$ cat config.mk
export PLATFORM = sky130hd
export DESIGN_NAME = regbus_target
export DESIGN_NICKNAME = d
export VERILOG_FILES = /design/src/rtl/regbus_pkg.sv /design/src/rtl/regbus_decode.sv /design/src/rtl/regbus_waitgen.sv /design/src/rtl/regbus_bank.sv /design/src/rtl/regbus_target.sv
export SDC_FILE = /design/constraint.sdc
export NUM_CORES = 1
export LEC_CHECK = 0
export ABC_AREA = 1
export BUFFER_PORTS_ARGS = -buffer_cell sky130_fd_sc_hd__buf_2
export CORE_MARGIN = 1.5
export CORE_UTILIZATION = 45
export CTS_CLUSTER_SIZE = 16
export DETAILED_ROUTE_END_ITERATION = 16
export HOLD_SLACK_MARGIN = 0.1
export PLACE_DENSITY = 0.74
export RECOVER_POWER = 50
export SKIP_LAST_GASP = 1
export SLEW_MARGIN = 20
export SYNTH_ARGS = -nofsm -noshare
export SYNTH_HDL_FRONTEND = slang
export SYNTH_HIERARCHICAL = 1
export SYNTH_SLANG_ARGS = --single-unit
$ cat constraint.sdc
create_clock -name clk -period 5.15 [get_ports clk]
set_input_delay 0.515 -clock clk [delete_from_list [all_inputs] [get_ports clk]]
set_output_delay 0.515 -clock clk [all_outputs]
set_load 0.1 [all_outputs]
$ cat src/rtl/regbus_pkg.sv
package regbus_pkg;

    localparam int ADDR_W = 8;
    localparam int DATA_W = 16;

    typedef enum logic [2:0] {
        CYC_IDLE,
        CYC_ADDR,
        CYC_READ,
        CYC_WRITE,
        CYC_INIT_INT,
        CYC_INIT_EXT,
        CYC_BAD
    } cyc_e;

    typedef struct packed {
        logic              ack;
        logic              busy;
        logic              err;
        logic [DATA_W-1:0] rdata;
    } resp_t;

    function automatic cyc_e decode_cyc(input logic init, input logic aval,
                                        input logic re, input logic we);
        cyc_e c;
        case ({init, aval, re, we})
            4'b0000: c = CYC_IDLE;
            4'b0100: c = CYC_ADDR;
            4'b0110: c = CYC_READ;
            4'b0101: c = CYC_WRITE;
            4'b1000: c = CYC_INIT_INT;
            4'b1001: c = CYC_INIT_EXT;
            default: c = CYC_BAD;
        endcase
        return c;
    endfunction

endpackage

$ cat src/rtl/regbus_decode.sv
module regbus_decode
    import regbus_pkg::*;
#(
    parameter int BASE_ADDR = 8'h40,
    parameter int NUM_REGS  = 8,
    localparam int OFF_W    = $clog2(NUM_REGS)
) (
    input  logic              init,
    input  logic              aval,
    input  logic              re,
    input  logic              we,
    input  logic [ADDR_W-1:0] addr,
    output cyc_e              cyc,
    output logic              hit,
    output logic [OFF_W-1:0]  off
);
    localparam logic [ADDR_W:0] LO = (ADDR_W+1)'(BASE_ADDR);
    localparam logic [ADDR_W:0] HI = (ADDR_W+1)'(BASE_ADDR + NUM_REGS);

    logic [ADDR_W:0] addr_x;
    logic [ADDR_W:0] delta;

    always_comb begin
        cyc    = decode_cyc(init, aval, re, we);
        addr_x = {1'b0, addr};
        delta  = addr_x - LO;
        hit    = (addr_x >= LO) && (addr_x < HI);
        off    = delta[OFF_W-1:0];
    end
endmodule

$ cat src/rtl/regbus_waitgen.sv
module regbus_waitgen #(
    parameter int WAIT_STATES = 2
) (
    input  logic clk,
    input  logic rst,
    input  logic active,
    output logic busy
);
    generate
        if (WAIT_STATES == 0) begin : g_nowait
            assign busy = 1'b0;
        end else begin : g_wait
            localparam int CNT_W = $clog2(WAIT_STATES + 1);
            localparam logic [CNT_W-1:0] LIMIT = CNT_W'(WAIT_STATES);
            logic [CNT_W-1:0] held;

            always_ff @(posedge clk) begin
                if (rst) begin
                    held <= '0;
                end else if (!active) begin
                    held <= '0;
                end else if (held < LIMIT) begin
                    held <= held + 1'b1;
                end
            end

            assign busy = active && (held < LIMIT);
        end
    endgenerate
endmodule

$ cat src/rtl/regbus_bank.sv
module regbus_bank
    import regbus_pkg::*;
#(
    parameter int NUM_REGS = 8,
    localparam int OFF_W   = $clog2(NUM_REGS)
) (
    input  logic              clk,
    input  logic              rst,
    input  logic              wr_en,
    input  logic [OFF_W-1:0]  wr_off,
    input  logic [DATA_W-1:0] wr_data,
    input  logic              clr_all,
    input  logic [OFF_W-1:0]  rd_off,
    input  logic [DATA_W-1:0] status_in,
    output logic [DATA_W-1:0] rd_data
);
    logic [DATA_W-1:0] store [NUM_REGS];

    always_ff @(posedge clk) begin
        if (rst || clr_all) begin
            for (int i = 0; i < NUM_REGS; i++) store[i] <= '0;
        end else if (wr_en && (wr_off != '0)) begin
            store[wr_off] <= wr_data;
        end
    end

    always_comb begin
        if (rd_off == '0) rd_data = status_in;
        else              rd_data = store[rd_off];
    end
endmodule

$ cat src/rtl/regbus_target.sv
module regbus_target
    import regbus_pkg::*;
#(
    parameter int BASE_ADDR   = 8'h40,
    parameter int NUM_REGS    = 8,
    parameter int WAIT_STATES = 2
) (
    input  logic        clk,
    input  logic        rst,
    input  logic        bus_init,
    input  logic        bus_aval,
    input  logic        bus_re,
    input  logic        bus_we,
    input  logic [7:0]  bus_addr,
    input  logic [15:0] bus_wdata,
    input  logic [15:0] status_in,
    output logic [15:0] bus_rdata,
    output logic        bus_ack,
    output logic        bus_busy,
    output logic        bus_err
);
    localparam int OFF_W = $clog2(NUM_REGS);

    cyc_e              cyc;
    logic              hit;
    logic [OFF_W-1:0]  off;
    logic              rd_hit, wr_hit, active, stall, ro_loc;
    logic [DATA_W-1:0] bank_q;
    resp_t             resp;

    regbus_decode #(.BASE_ADDR(BASE_ADDR), .NUM_REGS(NUM_REGS)) u_decode (
        .init(bus_init), .aval(bus_aval), .re(bus_re), .we(bus_we),
        .addr(bus_addr), .cyc(cyc), .hit(hit), .off(off)
    );

    assign rd_hit = (cyc == CYC_READ)  && hit;
    assign wr_hit = (cyc == CYC_WRITE) && hit;
    assign active = rd_hit || wr_hit;
    assign ro_loc = (off == '0);

    regbus_waitgen #(.WAIT_STATES(WAIT_STATES)) u_wait (
        .clk(clk), .rst(rst), .active(active), .busy(stall)
    );

    regbus_bank #(.NUM_REGS(NUM_REGS)) u_bank (
        .clk(clk), .rst(rst),
        .wr_en(wr_hit && !stall && !ro_loc),
        .wr_off(off), .wr_data(bus_wdata),
        .clr_all((cyc == CYC_INIT_EXT) && hit),
        .rd_off(off), .status_in(status_in), .rd_data(bank_q)
    );

    always_comb begin
        resp.ack   = active;
        resp.busy  = stall;
        resp.err   = wr_hit && ro_loc;
        resp.rdata = rd_hit ? bank_q : '0;
    end

    assign bus_ack   = resp.ack;
    assign bus_busy  = resp.busy;
    assign bus_err   = resp.err;
    assign bus_rdata = resp.rdata;
endmodule


# Yosys cells after proc, flatten, opt, wreduce, memory -nomap -nowiden
# Memory sizes are Yosys's and may differ from the RTL's.
# Index checks and enable logic that the tools add are counted.
[word_totals]
reg_bits = 2
mem_bits_rw = 128
inputBits = 46
mem_count = 1
[memory_table]
columns = ["memory", "depth", "word_bits", "read_ports", "rd_clocked_by_memory_dff", "write_ports", "line_no", "text"]
rows = [
  ["u_bank.store", 8, 16, 1, 0, 8, "regbus_bank.sv:17", "logic [DATA_W-1:0] store [NUM_REGS];"],
]
[op_classes]
n_addsub = 2
magnitude_cmp = 3
n_eq_ne = 8
muxes = 11
bitwise = 1
reduce_logical = 18
[op_table]
columns = ["op", "count"]
rows = [
  ["$mux 16", 3],
  ["$pmux 3 s6", 1],
  ["$reduce_or 16->1", 1],
  ["$eq 4x3->1 const B", 3],
  ["$logic_and 1x1->1", 9],
  ["$eq 4x4->1 const B", 2],
  ["$ge 8x7->1 const B", 1],
  ["$lt 8x7->1 const B", 1],
  ["$eq 3x2->1 const B", 2],
  ["$mux 1", 6],
  ["$logic_not 4->1", 1],
  ["$eq 3x3->1 const B", 1],
  ["$logic_not 3->1", 1],
  ["$mux 3", 1],
  ["$reduce_bool 3->1", 1],
  ["$sub 3x1->3 const B", 1],
  ["$add 2x1->2 const B", 1],
  ["$logic_not 1->1", 2],
  ["$logic_or 1x1->1", 2],
  ["$lt 2x2->1 const B", 1],
  ["$reduce_or 2->1", 1],
  ["$not 1->1", 1],
]

# Logic depth before layout (Yosys ltp)
[logic_depth]
depth_word = 15
depth_mapped = 19
ltp_nobuf = 17

# Hierarchy
# Netlist, hierarchy kept.
[modules_own_cells]
columns = ["mod", "n_inst", "cells_each", "area_per_inst_um2", "seq_area_each_um2"]
rows = [
  ["regbus_bank", 1, 547, 5721.7, 3363.2],
  ["regbus_target", 1, 48, 291.5, 0.0],
  ["regbus_decode", 1, 21, 113.9, 0.0],
  ["regbus_waitgen", 1, 13, 87.6, 40.0],
]

# Least setup slack after synthesis
# OpenSTA, ideal clock, no wires.
[synth_timing]
path_type = "in2reg"
from = "input port bus_addr[3]"
to = "memory u_bank.store[2][0] (enable)"
arrival_ns = 4.222
t_required_ns = 4.788
setup_slack_ns = 0.566
path_stages = 15
path_cell_list = "nand3b_1 nor3_2 nand3_4 buf_6 inv_1 inv_1 nor2_1 inv_1 nand2_1 nor2_1 nand2_2 clkinv_2 nand2_4 buf_6 nand2_1"
[synth_rtl]
columns = ["item", "line_no", "text"]
rows = [
  ["start: declaration", "regbus_target.sv:14", "input logic [7:0] bus_addr,"],
  ["end: declaration", "regbus_bank.sv:17", ""],
]

==> run summary <==
Number of failing hold endpoints at the final stage = 0
Count of max-cap constraint violations = 1
Data required time at the worst endpoint = 5120 ps
Final design utilization = 51.5%
Xor/xnor cell area share of the yosys netlist = 0%
Count of cell types in the netlist = 26
Antenna diode count = 0
Overflow left after global routing = 0
Portion of the post-synthesis area used by sequential elements = 54.8%
Critical-path maximum fanout = 17
Maximum achievable frequency = 253 MHz
P&R area growth vs syn = 10.5%
Root Buffer Master = sky130_fd_sc_hd__clkbuf_16
Number of synthesis warnings = 6
Maximum number of pins on one net before global-route repair = 65
Die outline width = 121 um
HPWL after detailed placement = 10100 um
Max IR drop VDD = 0.190 mV
Clock Path Buffers = 2
Htree depth = 4
Final Max Tran Viols = 0
Portion of synthesized cell area occupied by the leading cell type = 54.1%
Area of the core region = 13300 um2
Violations in the final reports = capacitance limit
Antenna violations before repair = 0
Cell Area, Synth = 6210 um2
Post-CTS Setup Repair Bufs = 0
Initial Utilization = 46.6%
Average vias per placed instance = 5.57
Crit path cell chain = clkbuf_1, nand3b_1, nand2_1, inv_1, inv_1, nand3_1, inv_1, inv_1, nor2_1, inv_1, nand2_1, nor2_1, nand2_4, clkinv_2, nand2_1, nand2_1
Top cells by area, synth = sky130_fd_sc_hd__edfxtp_1, sky130_fd_sc_hd__nor3_2, sky130_fd_sc_hd__nand2_1, sky130_fd_sc_hd__nand3_1, sky130_fd_sc_hd__buf_6
Transition at the pin with the smallest max-transition slack = 1470 ps
Via count of the first global-routing pass = 4777
Worst stage delay on the critical path = 700 ps
Power per cell area = 364 nW/um2
Sequential cell area in the final layout = 3400 um2
Combinational family with the most area after synthesis = simple AND/OR/NAND/NOR gates
Total Routed Length = 16200 um
Crit Path Class = in2reg
Fraction of layout cells with a size suffix above 1 = 21.9%
Hold buffer count at CTS = 0
Number of setup violations in the final report = 0
Highest-delay cell along the critical path = sky130_fd_sc_hd__nand2_1
Synthesized-area fraction occupied by adder cells = 0%
Simple-gate share of the synthesized area = 36.0%
Clock buffers created by TritonCTS = 17
Number of vias in the routed layout = 4825
Total of flip-flops plus latches after synthesis = 114
Die Y = 121 um
Static power due to leakage = 0.00275 uW
Count of buffers inserted at the top-level ports = 64
Routability Congestion = 0.822
Final period util = 76.8%
Synthesized-area fraction occupied by ao, oa, aoi and oai cells = 0.544%
Min Tclk post-route = 3960 ps
Cts repair resizes = 0
Clock latency on the worst-skew pair = 420 ps
Fill cells = 1222
# DRC = 0
Overall routing resource usage = 23.4%
Clock tree from TritonCTS = done
CP dominant cell by count = sky130_fd_sc_hd__inv_1
Top cell type by total area after synthesis = sky130_fd_sc_hd__edfxtp_1
Worst setup skew after layout = 4.44 ps
# IOs = 65
1st-pass router iterations = 5
Post-CTS clock slew at the launch and capture registers of the worst setup and hold paths = 50 ps
Area of the die = 14500 um2
Startpoint kind of the worst setup timing path = input port
Total clock sinks = 114
Sum of buffers and inverters on the critical path = 7
Gate count after technology mapping = 629
Syn Nets = 675
Routed wire length per instance = 18.7 um
Normalized max-slew margin = 0.632%
Initial DRC count = 454
Sum Neg Setup Slack = 0 ps
Path class of the lowest-slack min-delay path = in2reg
Average footprint of a synthesized cell = 9.88 um2
Result of the run = finished, violations left
Setup repair after global routing missed its margin = no
Area of the multi-input gates = 2040 um2
Data arrival time at the worst-slack endpoint = 3920 ps
First-pass GRT wire length = 25100 um
Post-synthesis mux area share = 0%
Cell row count = 42
Cell family with most CP delay = simple AND/OR/NAND/NOR gates
Remaining antenna violation count = 0
Sort of element at the end of the critical path = register
Net count, final = 723
==> worst min-delay path: cells and delay by family <==
kind                   cells  cell delay, ps
buffers and inverters      2             150
and+or+nand+nor            2             120
==> routing by layer <==
metal	routed length [um]	global-route usage [%]	vias up
met3	1500	6.84	34
li1	-	-	2217
met2	7930	38.7	262
met5	0	0	-
met1	6350	28.6	2312
met4	415	9.71	0
==> where the power goes <==
part           switching, uW  leakage [uW]  internal, uW
registers               13.7       0.00108          1060
logic                    149       0.00138          54.3
clock network            419      0.000290           803
==> synthesized netlist by cell type <==
cell	number
sky130_fd_sc_hd__nor3_4	1
sky130_fd_sc_hd__nand2_4	3
sky130_fd_sc_hd__nor2_1	50
sky130_fd_sc_hd__inv_2	7
sky130_fd_sc_hd__buf_6	17
sky130_fd_sc_hd__nor2_2	4
sky130_fd_sc_hd__buf_4	5
sky130_fd_sc_hd__nand3b_1	2
sky130_fd_sc_hd__nor2_4	1
sky130_fd_sc_hd__nor3_2	72
sky130_fd_sc_hd__nand3_1	98
sky130_fd_sc_hd__clkbuf_1	10
sky130_fd_sc_hd__edfxtp_1	112
sky130_fd_sc_hd__nor3_1	12
sky130_fd_sc_hd__nand4_1	1
sky130_fd_sc_hd__clkinv_2	1
sky130_fd_sc_hd__a21oi_1	1
sky130_fd_sc_hd__o21ai_0	4
sky130_fd_sc_hd__nand3_4	2
sky130_fd_sc_hd__nand3_2	3
sky130_fd_sc_hd__nand2_1	158
sky130_fd_sc_hd__inv_1	46
sky130_fd_sc_hd__dfxtp_1	2
sky130_fd_sc_hd__o21ai_2	1
sky130_fd_sc_hd__buf_2	14
sky130_fd_sc_hd__nand2_2	2
==> cell usage in the layout (no fill, tap or decap), types with 2 or more instances in the layout <==
master / n
sky130_fd_sc_hd__nand3_1: 99
sky130_fd_sc_hd__inv_1: 45
sky130_fd_sc_hd__nor3_2: 31
sky130_fd_sc_hd__nor2_2: 4
sky130_fd_sc_hd__edfxtp_1: 112
sky130_fd_sc_hd__clkbuf_1: 6
sky130_fd_sc_hd__nand3b_1: 2
sky130_fd_sc_hd__nand2_1: 161
sky130_fd_sc_hd__bufinv_16: 4
sky130_fd_sc_hd__clkbuf_16: 17
sky130_fd_sc_hd__clkinv_1: 3
sky130_fd_sc_hd__clkinv_2: 4
sky130_fd_sc_hd__nand3_2: 3
sky130_fd_sc_hd__clkinvlp_4: 4
sky130_fd_sc_hd__buf_4: 9
sky130_fd_sc_hd__dfxtp_1: 2
sky130_fd_sc_hd__nor3_1: 53
sky130_fd_sc_hd__o21ai_0: 3
sky130_fd_sc_hd__inv_2: 7
sky130_fd_sc_hd__nor2_1: 50
sky130_fd_sc_hd__buf_2: 60
==> flip-flops by register name, indices dropped and copies added (netlist names) <==
name                count
u_bank/store          112
u_wait/g_wait.held      2
==> cells by family after synthesis <==
logic type,Yosys count
and+or+nand+nor,409
DFF,114
buffers and inverters,100
AOI/OAI and AO/OA,6
==> layout make-up <==
type	count	share of cell area, %
Multi-Input combinational cell	415	29.6
Clock buffer	17	6.19
Tap cell	176	3.21
Timing Repair Buffer	75	5.68
Clock inverter	15	2.77
Sequential cell	114	49.5
Inverter	54	2.97
==> through the flow <==
stage | setup slack, ps | area (um2) | power (uW) | hold slack (ps) | std cells
5_1_grt | 846 | 6870 | 2580 | 431 | 866
3_3_place_gp | 1500 | 6510 | 1290 | 470 | 834
2_1_floorplan | 566 | 6210 | 1240 | 460 | 629
3_5_place_dp | 1460 | 6510 | 1300 | 479 | 834
4_1_cts | 1850 | 7120 | 2520 | 405 | 866
6_report | 1190 | 6870 | 2500 | 418 | 866
==> worst paths after layout <==
path,slack [ps],cells past startpoint,start,to
max,1190,16,bus_init,u_bank/store[2][5]$_SDFFCE_PN0P_
min,420,4,rst,u_wait/g_wait.held[0]$_SDFFE_PP0N_
max reg2reg,2390,7,u_wait/g_wait.held[1]$_SDFFE_PP0N_,u_bank/store[7][9]$_SDFFCE_PN0P_
min reg2reg,490,2,u_wait/g_wait.held[1]$_SDFFE_PP0N_,u_wait/g_wait.held[1]$_SDFFE_PP0N_
Power figures use the tool's default switching activity.
